### config.mk
export PLATFORM = sky130hd
export DESIGN_NAME = irq_stat_ctrl
export DESIGN_NICKNAME = d
export VERILOG_FILES = /design/src/rtl/irq_stat_pkg.sv /design/src/rtl/ist_thresh_cmp.sv /design/src/rtl/ist_status_reg.sv /design/src/rtl/ist_mask_reg.sv /design/src/rtl/ist_irq_gen.sv /design/src/rtl/irq_stat_ctrl.sv
export SDC_FILE = /design/constraint.sdc
export NUM_CORES = 1
export LEC_CHECK = 0
export ABC_AREA = 1
export BUFFER_PORTS_ARGS = -buffer_cell sky130_fd_sc_hd__buf_2
export CAP_MARGIN = 20
export CORE_UTILIZATION = 30
export CTS_CLUSTER_SIZE = 24
export DETAILED_ROUTE_END_ITERATION = 6
export HOLD_SLACK_MARGIN = 0.15
export PLACE_DENSITY = 0.74
export SETUP_SLACK_MARGIN = 0.1
export SYNTH_ARGS = -nofsm -noshare
export SYNTH_HDL_FRONTEND = slang
export SYNTH_SLANG_ARGS = --single-unit
### constraint.sdc
create_clock -name clk -period 1.2 [get_ports clk]
set_input_delay 0.12 -clock clk [delete_from_list [all_inputs] [get_ports clk]]
set_output_delay 0.12 -clock clk [all_outputs]
set_load 0.005 [all_outputs]
### src/rtl/irq_stat_pkg.sv
package irq_stat_pkg;

  localparam int CMP_MAX_W = 16;

  // strict greater-than on zero-extended operands
  function automatic logic f_above(input logic [CMP_MAX_W-1:0] lvl,
                                   input logic [CMP_MAX_W-1:0] thr);
    return (lvl > thr);
  endfunction

  // any pending bit that the mask lets through
  function automatic logic f_pending(input logic [CMP_MAX_W-1:0] sts,
                                     input logic [CMP_MAX_W-1:0] msk);
    return |(sts & ~msk);
  endfunction

  // sticky update: set beats clear
  function automatic logic [CMP_MAX_W-1:0] f_sticky(input logic [CMP_MAX_W-1:0] cur,
                                                    input logic [CMP_MAX_W-1:0] clr,
                                                    input logic [CMP_MAX_W-1:0] set);
    return (cur & ~clr) | set;
  endfunction

endpackage

### src/rtl/ist_thresh_cmp.sv
module ist_thresh_cmp
  import irq_stat_pkg::*;
#(
  parameter int LVL_W = 5,
  parameter int THR_W = 4
) (
  input  logic [LVL_W-1:0] level,
  input  logic [THR_W-1:0] thresh,
  output logic             above
);
  logic [CMP_MAX_W-1:0] lvl_ext;
  logic [CMP_MAX_W-1:0] thr_ext;

  always_comb begin
    lvl_ext = '0;
    thr_ext = '0;
    lvl_ext[LVL_W-1:0] = level;
    thr_ext[THR_W-1:0] = thresh;
    above = f_above(lvl_ext, thr_ext);
  end
endmodule

### src/rtl/ist_status_reg.sv
module ist_status_reg
  import irq_stat_pkg::*;
#(
  parameter int              STS_W   = 10,
  parameter logic [STS_W-1:0] RST_VAL = '0
) (
  input  logic             clk,
  input  logic             rst_n,
  input  logic [STS_W-1:0] set_vec,
  input  logic [STS_W-1:0] clr_vec,
  output logic [STS_W-1:0] sts_q
);
  logic [CMP_MAX_W-1:0] nxt_ext;
  logic [STS_W-1:0]     sts_d;

  always_comb begin
    nxt_ext = f_sticky(CMP_MAX_W'(sts_q), CMP_MAX_W'(clr_vec), CMP_MAX_W'(set_vec));
    sts_d   = nxt_ext[STS_W-1:0];
  end

  always_ff @(posedge clk or negedge rst_n) begin
    if (!rst_n) sts_q <= RST_VAL;
    else        sts_q <= sts_d;
  end

  // a clear with no competing set empties the bit
  a_r2_w1c_clears: assert property (@(posedge clk) disable iff (!rst_n)
    1'b1 |=> ((sts_q & $past(clr_vec & ~set_vec)) == '0));

  // every set request lands on the next edge
  a_r3_set_lands: assert property (@(posedge clk) disable iff (!rst_n)
    1'b1 |=> ((sts_q & $past(set_vec)) == $past(set_vec)));

  // uncleared bits are kept
  a_r5_sticky: assert property (@(posedge clk) disable iff (!rst_n)
    1'b1 |=> (($past(sts_q & ~clr_vec) & ~sts_q) == '0));

  // set wins over a simultaneous clear
  a_r7_set_wins: assert property (@(posedge clk) disable iff (!rst_n)
    1'b1 |=> (($past(set_vec & clr_vec) & ~sts_q) == '0));
endmodule

### src/rtl/ist_mask_reg.sv
module ist_mask_reg #(
  parameter int STS_W = 10
) (
  input  logic             clk,
  input  logic             rst_n,
  input  logic             wr,
  input  logic [STS_W-1:0] wdata,
  output logic [STS_W-1:0] msk_q
);
  always_ff @(posedge clk or negedge rst_n) begin
    if (!rst_n)  msk_q <= '1;
    else if (wr) msk_q <= wdata;
  end

  // a write loads the low bits, otherwise the mask holds
  a_r8_mask_load: assert property (@(posedge clk) disable iff (!rst_n)
    wr |=> (msk_q == $past(wdata)));
  a_r8_mask_hold: assert property (@(posedge clk) disable iff (!rst_n)
    !wr |=> $stable(msk_q));
endmodule

### src/rtl/ist_irq_gen.sv
module ist_irq_gen
  import irq_stat_pkg::*;
#(
  parameter int STS_W = 10
) (
  input  logic             clk,
  input  logic             rst_n,
  input  logic [STS_W-1:0] sts,
  input  logic [STS_W-1:0] msk,
  output logic             irq
);
  logic pend;

  always_comb pend = f_pending(CMP_MAX_W'(sts), CMP_MAX_W'(msk));

  always_ff @(posedge clk or negedge rst_n) begin
    if (!rst_n) irq <= 1'b0;
    else        irq <= pend;
  end

  // the line follows the masked status one cycle later
  a_r9_irq_follow: assert property (@(posedge clk) disable iff (!rst_n)
    1'b1 |=> (irq == (|($past(sts) & ~$past(msk)))));
endmodule

### src/rtl/irq_stat_ctrl.sv
module irq_stat_ctrl #(
  parameter int DATA_W  = 32,
  parameter int NUM_ALM = 7,
  parameter int LVL_W   = 5,
  parameter int THR_W   = 4
) (
  input  logic                    clk,
  input  logic                    rst_n,
  input  logic                    sts_wr,
  input  logic [DATA_W-1:0]       sts_wdata,
  input  logic                    msk_wr,
  input  logic [DATA_W-1:0]       msk_wdata,
  input  logic [LVL_W-1:0]        dq_level,
  input  logic [THR_W-1:0]        dq_thresh,
  input  logic [NUM_ALM-1:0]      alarm_evt,
  input  logic                    ot_evt,
  output logic [NUM_ALM+2:0]      sts_q,
  output logic [NUM_ALM+2:0]      msk_q,
  output logic                    irq
);
  localparam int STS_W   = NUM_ALM + 3;
  localparam int OT_BIT  = NUM_ALM;
  localparam int DQ_BIT  = NUM_ALM + 1;
  localparam int CQ_BIT  = NUM_ALM + 2;
  localparam logic [STS_W-1:0] STS_RST = STS_W'(1) << CQ_BIT;

  // named internal events
  logic             dq_above;
  logic [STS_W-1:0] set_vec;
  logic [STS_W-1:0] clr_vec;
  logic             unused_wdata_hi;

  assign unused_wdata_hi = ^{sts_wdata[DATA_W-1:STS_W], msk_wdata[DATA_W-1:STS_W]};

  ist_thresh_cmp #(.LVL_W(LVL_W), .THR_W(THR_W)) u_cmp (
    .level (dq_level),
    .thresh(dq_thresh),
    .above (dq_above)
  );

  // set sources, one per status bit
  genvar gi;
  generate
    for (gi = 0; gi < NUM_ALM; gi++) begin : g_alm
      assign set_vec[gi] = alarm_evt[gi];
    end
  endgenerate
  assign set_vec[OT_BIT] = ot_evt;
  assign set_vec[DQ_BIT] = dq_above;
  assign set_vec[CQ_BIT] = 1'b1;   // command queue always drained

  assign clr_vec = sts_wr ? sts_wdata[STS_W-1:0] : '0;

  ist_status_reg #(.STS_W(STS_W), .RST_VAL(STS_RST)) u_sts (
    .clk    (clk),
    .rst_n  (rst_n),
    .set_vec(set_vec),
    .clr_vec(clr_vec),
    .sts_q  (sts_q)
  );

  ist_mask_reg #(.STS_W(STS_W)) u_msk (
    .clk  (clk),
    .rst_n(rst_n),
    .wr   (msk_wr),
    .wdata(msk_wdata[STS_W-1:0]),
    .msk_q(msk_q)
  );

  ist_irq_gen #(.STS_W(STS_W)) u_irq (
    .clk  (clk),
    .rst_n(rst_n),
    .sts  (sts_q),
    .msk  (msk_q),
    .irq  (irq)
  );

  // level above threshold is reflected in bit 8 next cycle
  a_r4_dq_flag: assert property (@(posedge clk) disable iff (!rst_n)
    (dq_level > LVL_W'(dq_thresh)) |=> sts_q[DQ_BIT]);

  // the command-queue-low flag never drops
  a_r6_cq_held: assert property (@(posedge clk) disable iff (!rst_n)
    1'b1 |=> sts_q[CQ_BIT]);
endmodule

==> metrics.yaml, run 1 <==
critical_path:
  path_cells: "buf_6"
  critPathKind: "flop to output port"
  required_ns: 1.08
  r2r-end: "u_irq.irq"
  endpoint_kind: "output port"
  cpLargestDelayFamily: "flip-flops"
  cp_max_fo: 2
  cpPeakStageDelay_ns: 0.56
  critical_path.reg2reg.startpoint: "u_msk.msk_q[4]"
  cp_num_buf_inv: 1
  cp.arrival_ns: 0.94
  cp-start-kind: "flop"
  cpMaxStageDelayCell: "dfstp_2"
  reg2regPathDepth: 4
  r2r_slack_ns: 0.17
timing:
  rsz0062_at_grt: "true"
  fmax_mhz: 941.1
  finalMaxSlewViolations: 0
  period_share_pct: 88.55
  fin_setup_tns_ns: 0
  final.min_clock_period_ns: 1.063
  setup_violations: 0
  fin_skew_ns: 0.004777
  hold_viol_final: 0
global_route:
  grt_max_degree: 21
  grt-ovfl-total: 0
  grtUsageTotal_pct: 16.62
  grt_pass1_vias: 976
  grt_pass1_wl_um: 4167
  antenna_found_initial: 0
power:
  power_density_mw_per_mm2: 895.9
  ir_drop_mv: 0.3343
  leakage_nw: 0.8657
die:
  core-area_mm2: 0.003078
  dieHeight_um: 59
  ios: 106
  die_area_mm2: 0.003481
  rows: 20
  initial_core_util_pct: 31.67
  die_w_um: 59
final_layout:
  syn2layout_area_growth_pct: 69.45
  drive_gt1_share_pct: 39.20
  multi_input_area_um2: 356.6
  utilization_pct: 53.66
  diodes: 0
  final_nets: 289
  fillers: 288
  seqCellArea_um2: 513.0
detailed_routing:
  avgRoutedWirePerCell_um: 10.87
  vias: 991
  antenna_left: 0
  first_pass_iters: 4
  drc: 0
  totalWireLength_um: 2641
  avgViaCountPerCell: 4.078
  drt_iter0_markers: 16
cts:
  clock_sinks: 20
  cts_buffers: 3
  clk_path_buf_depth: 2
  clk_pin_slew_ns: 0.11
  cts-root-buf: "clkbuf_4"
  insertion_delay_ns: 0.29
  cts_tree: "yes"
  h-tree-depth: 1
worst_hold_path:
  worst_hold_path_type: "input pin to flop"
  min-delay-start: "sts_wdata[1]"
  min_to: "u_sts.sts_q[1]"
  hold-path-cell-count: 3
synth:
  syn_inst: 108
  ys_seq_area_share_pct: 52.63
  postSynthAreaPerCell_um2: 9.025
  syn_area_um2: 974.7
  synth_area_leader_cell: "dfstp_2"
  synthTopCellsByArea: "dfstp_2, dfrtp_1, nand2_1"
  yosys_warnings: 0
  yosysUniqueCellTypes: 18
  ys_ff_latch: 20
  synth_top_area_share_pct: 26.96
  syn_nets: 197
placed_design:
  port_buffers: 59
  dpl.hpwl_um: 1683
  gp_congestion: 0.7468
run:
  max_cap_viol_count: 0
status:
  status: "completed"
## per-stage QoR
step | hold WS, ns | total power [mW] | setup WS [ns] | cells | instance area, um^2
finish | 0.1675 | 1.480 | 0.1374 | 243 | 1652
floorplan | -0.1756 | 0.9243 | 0.2311 | 108 | 974.7
CTS | 0.1558 | 1.475 | 0.1098 | 242 | 1619
global route | 0.1658 | 1.581 | 0.08433 | 243 | 1652
detailed placement | 0.08930 | 1.068 | 0.1655 | 208 | 1295
global placement | 0.08973 | 1.062 | 0.1748 | 208 | 1295
## per-layer routing
| metal | routed length (um) | vias up | GRT usage [%] |
|---|---|---|---|
| met1 | 1040 | 446 | 18.55 |
| li1 | - | 513 | - |
| met3 | 100 | 2 | 1.747 |
| met2 | 1473 | 30 | 31.17 |
| met4 | 27 | 0 | 8.163 |
| met5 | 0 | - | 0 |
## power by group
part           total, mW  internal (mW)  switching (mW)  leakage [nW]
clock              0.323          0.129           0.194        0.0150
sequential         0.781          0.748          0.0324         0.203
combinational      0.376          0.224           0.152         0.647
## what timing repair did
action / in CTS / in global routing
pin swaps: 0 / 0
gates resized for setup: 0 / 4
hold endpoints to repair: 39 / 0
endpoints found under the setup margin: 1 / 8
hold buffers: 29 / 0
cloned: 0 / 0
setup buffers: 1 / 1
## cell usage after synthesis, drive strengths merged
cell type	number
a21o	6
a21oi	3
buf	4
conb	1
dfrtp	10
dfstp	10
ha	4
inv	18
mux2	2
nand2	31
nand3	5
nor2	3
nor3	1
o21ai	8
or2	2
## cells in the final DEF (no fill, tap or decap), types with 4 or more instances in the layout
| master | instances |
|---|---|
| dlygate4sd3_1 | 29 |
| dfstp_2 | 10 |
| a21o_1 | 6 |
| nand3_1 | 5 |
| buf_2 | 55 |
| nand2_1 | 31 |
| o21ai_0 | 6 |
| inv_1 | 18 |
| dfrtp_1 | 10 |
| ha_1 | 4 |
| buf_6 | 4 |
## worst max-delay path by stage
| stage | startpoint | cells past startpoint | endpoint |
|---|---|---|---|
| after floorplan | u_msk.msk_q[8] | 5 | u_irq.irq |
| after global placement | u_msk.msk_q[0] | 5 | u_irq.irq |
| after detailed placement | u_msk.msk_q[0] | 5 | u_irq.irq |
| after CTS | u_msk.msk_q[9] | 1 | msk_q[9] |
| after global routing | u_msk.msk_q[7] | 1 | msk_q[7] |
| final | u_msk.msk_q[6] | 1 | msk_q[6] |
## registers in the layout, indices dropped and copies added, names as in the netlist
signal	cells
u_irq.irq	1
u_msk.msk_q	10
u_sts.sts_q	9
## area by class of cell
type                            count  area share, %
Timing Repair Buffer               91          38.33
Sequential cell                    20          31.06
Multi-Input combinational cell     66          21.59
Inverter                           18          4.091
Tap cell                           44          3.333
Clock buffer                        4          1.591
## logic make-up after synthesis
group	share of synthesized area, %
adder cells (fa/ha/maj)	5.135
AO/OA/AOI/OAI	10.27
other	0.3847
multiplexers	3.081
flip-flops	52.63
AND/OR/NAND/NOR	17.71
buffers and inverters	10.78
Power figures use the tool's default switching activity.
==> run 2: changes to the inputs <==
==> constraint.sdc (replaced) <==
create_clock -name clk -period 1.2 [get_ports clk]
set_input_delay 0.24 -clock clk [delete_from_list [all_inputs] [get_ports clk]]
set_output_delay 0.24 -clock clk [all_outputs]
set_load 0.005 [all_outputs]
==> metrics.yaml, run 2 (same netlist as run 1, synthesis figures left out) <==
final_layout:
  utilization_pct: 51.06  # was 53.66%
  final_cell_mix: "buf_2, nand2_1, inv_1"  # was buf_2, nand2_1, dlygate4sd3_1
  final_nets: 281  # was 289
  top_register: "u_msk.msk_q"  # unchanged
  syn2layout_area_growth_pct: 61.23  # was 69.45%
  drive_gt1_share_pct: 43.46  # was 39.20%
  largest_register_ffs: 10  # unchanged
  layout_commonest_cell: "buf_2"  # unchanged
  diodes: 0  # unchanged
  finish.instance_area_mm2: 0.001572  # was 0.001652 mm^2
  fillers: 296  # was 288
  top_regs: "u_msk.msk_q: 10 flops, u_sts.sts_q: 9 flops, u_irq.irq: 1 flops"  # unchanged
  final_cells: 235  # was 243
critical_path:
  cpMaxStageDelayCell: "dfstp_2"  # unchanged
  reg2regPathDepth: 4  # unchanged
  cp.arrival_ns: 0.94  # about the same
  cp_num_buf_inv: 1  # unchanged
  critical_path.reg2reg.startpoint: "u_msk.msk_q[4]"  # unchanged
  cp-start-kind: "flop"  # unchanged
  required_ns: 0.96  # was 1.08 ns
  cpPeakStageDelay_ns: 0.56  # about the same
  endpoint_kind: "output port"  # unchanged
  critPathKind: "flop to output port"  # unchanged
  cp_max_fo: 2  # unchanged
  cp.depth: 1  # unchanged
  cpLargestDelayFamily: "flip-flops"  # unchanged
  cp-endpoint: "msk_q[6]"  # unchanged
  path_cells: "buf_6"  # unchanged
  r2r_slack_ns: 0.17  # about the same
  r2r-end: "u_irq.irq"  # unchanged
  crit_start: "u_msk.msk_q[6]"  # unchanged
timing:
  fin_skew_ns: 0.003993  # was 0.004777 ns
  rsz0062_at_grt: "true"  # unchanged
  layout_setup_ws_ns: 0.01786  # was 0.1374 ns
  hold_viol_final: 0  # unchanged
  period_share_pct: 98.51  # was 88.55%
  whs_ns: 0.1835  # was 0.1675 ns
  setup_violations: 0  # unchanged
  fmax_mhz: 845.9  # was 941.1 MHz
  final.min_clock_period_ns: 1.182  # was 1.063 ns
  fin_setup_tns_ns: 0  # unchanged
  finalMaxSlewViolations: 0  # unchanged
die:
  rows: 20  # unchanged
  initial_core_util_pct: 31.67  # unchanged
  dieHeight_um: 59  # unchanged
  ios: 106  # unchanged
  core-area_mm2: 0.003078  # unchanged
  die_w_um: 59  # unchanged
  die_area_mm2: 0.003481  # unchanged
power:
  power_mw: 1.464  # was 1.480 mW
  power.share.sequential_pct: 53.4  # was 52.8%
  p_switching_uw: 374.3  # was 378.1 uW
  leakage_nw: 0.8350  # was 0.8657 nW
  ir_drop_mv: 0.3289  # was 0.3343 mV
  power_frac_clock_pct: 22.0  # was 21.8%
  switching_share_pct: 25.56  # was 25.55%
  p_comb_share_pct: 24.6  # was 25.4%
  p_int_mw: 1.090  # was 1.102 mW
  power_density_mw_per_mm2: 931.8  # was 895.9 mW/mm^2
global_route:
  antenna_found_initial: 0  # unchanged
  grt-ovfl-total: 0  # unchanged
  grt_pass1_vias: 892  # was 976
  grt_pass1_wl_um: 3746  # was 4167 um
  grtUsageTotal_pct: 14.71  # was 16.62%
  grt_max_degree: 21  # unchanged
worst_hold_path:
  min-delay-start: "msk_wdata[4]"  # was sts_wdata[1]
  hold-path-cell-count: 2  # was 3
  worst_hold_path_type: "input pin to flop"  # unchanged
detailed_routing:
  antenna_left: 0  # unchanged
  drc: 0  # unchanged
  drt_iter0_markers: 14  # was 16
  avgViaCountPerCell: 4.064  # was 4.078
  first_pass_iters: 4  # unchanged
  vias: 955  # was 991
  avgRoutedWirePerCell_um: 10.04  # was 10.87 um
  totalWireLength_um: 2359  # was 2641 um
placed_design:
  port_buffers: 59  # unchanged
  dpl.cell_count: 208  # unchanged
  place_area_mm2: 0.001295  # unchanged
  dpl.hpwl_um: 1683  # unchanged
  post-place-ws_ns: 0.09629  # was 0.1655 ns
  gp_congestion: 0.7468  # unchanged
cts:
  insertion_delay_ns: 0.29  # about the same
  cts-root-buf: "clkbuf_4"  # unchanged
  clk_path_buf_depth: 2  # unchanged
  clk_pin_slew_ns: 0.11  # about the same
  clock_sinks: 20  # unchanged
  cts_buffers: 3  # unchanged
  h-tree-depth: 1  # unchanged
  cts_tree: "yes"  # unchanged
status:
  status: "completed"  # unchanged
run:
  max_cap_viol_count: 0  # unchanged
[run 2: timing repair]
item                                   4_1_cts  5_1_grt
resized for setup                            1        5
setup endpoints to repair                   11       18
cloned                                       0        0
pin swaps                                    0        0
endpoints found under the hold margin       26        0
setup buffers                                3        3
hold buffers                                17        0
[run 2: layer usage]
metal,vias to the layer above,share of wire (%),global-route usage (%)
met5,-,0,0
met4,0,2.0,8.844
met3,4,4.9,1.965
met2,32,51,24.51
met1,421,42,18.13
li1,498,-,-
[run 2: cell type report]
type                    count  area (um^2)  area share [%]
inverters                  18        67.56           4.299
clock buffers               4        26.28           1.672
repair buffers             83        549.3           34.95
well taps                  44        55.05           3.503
multi-input cells          66        360.3           22.93
flip-flops and latches     20        513.0           32.64
[run 2: how the worst min path moves through the flow]
stage                          end
floorplan                u_irq.irq
global placement    u_sts.sts_q[0]
detailed placement  u_sts.sts_q[2]
CTS                 u_msk.msk_q[4]
global route        u_msk.msk_q[4]
finish              u_msk.msk_q[4]
[run 2: power by group through the flow]
| stage | Combinational (mW) | Sequential (mW) | Clock, mW |
|---|---|---|---|
| after global routing | 0.409 | 0.789 | 0.366 |
| after global placement | 0.271 | 0.791 | 0 |
| after floorplan | 0.129 | 0.795 | 0 |
| after detailed placement | 0.275 | 0.792 | 0 |
| final | 0.361 | 0.781 | 0.322 |
| after CTS | 0.338 | 0.778 | 0.342 |
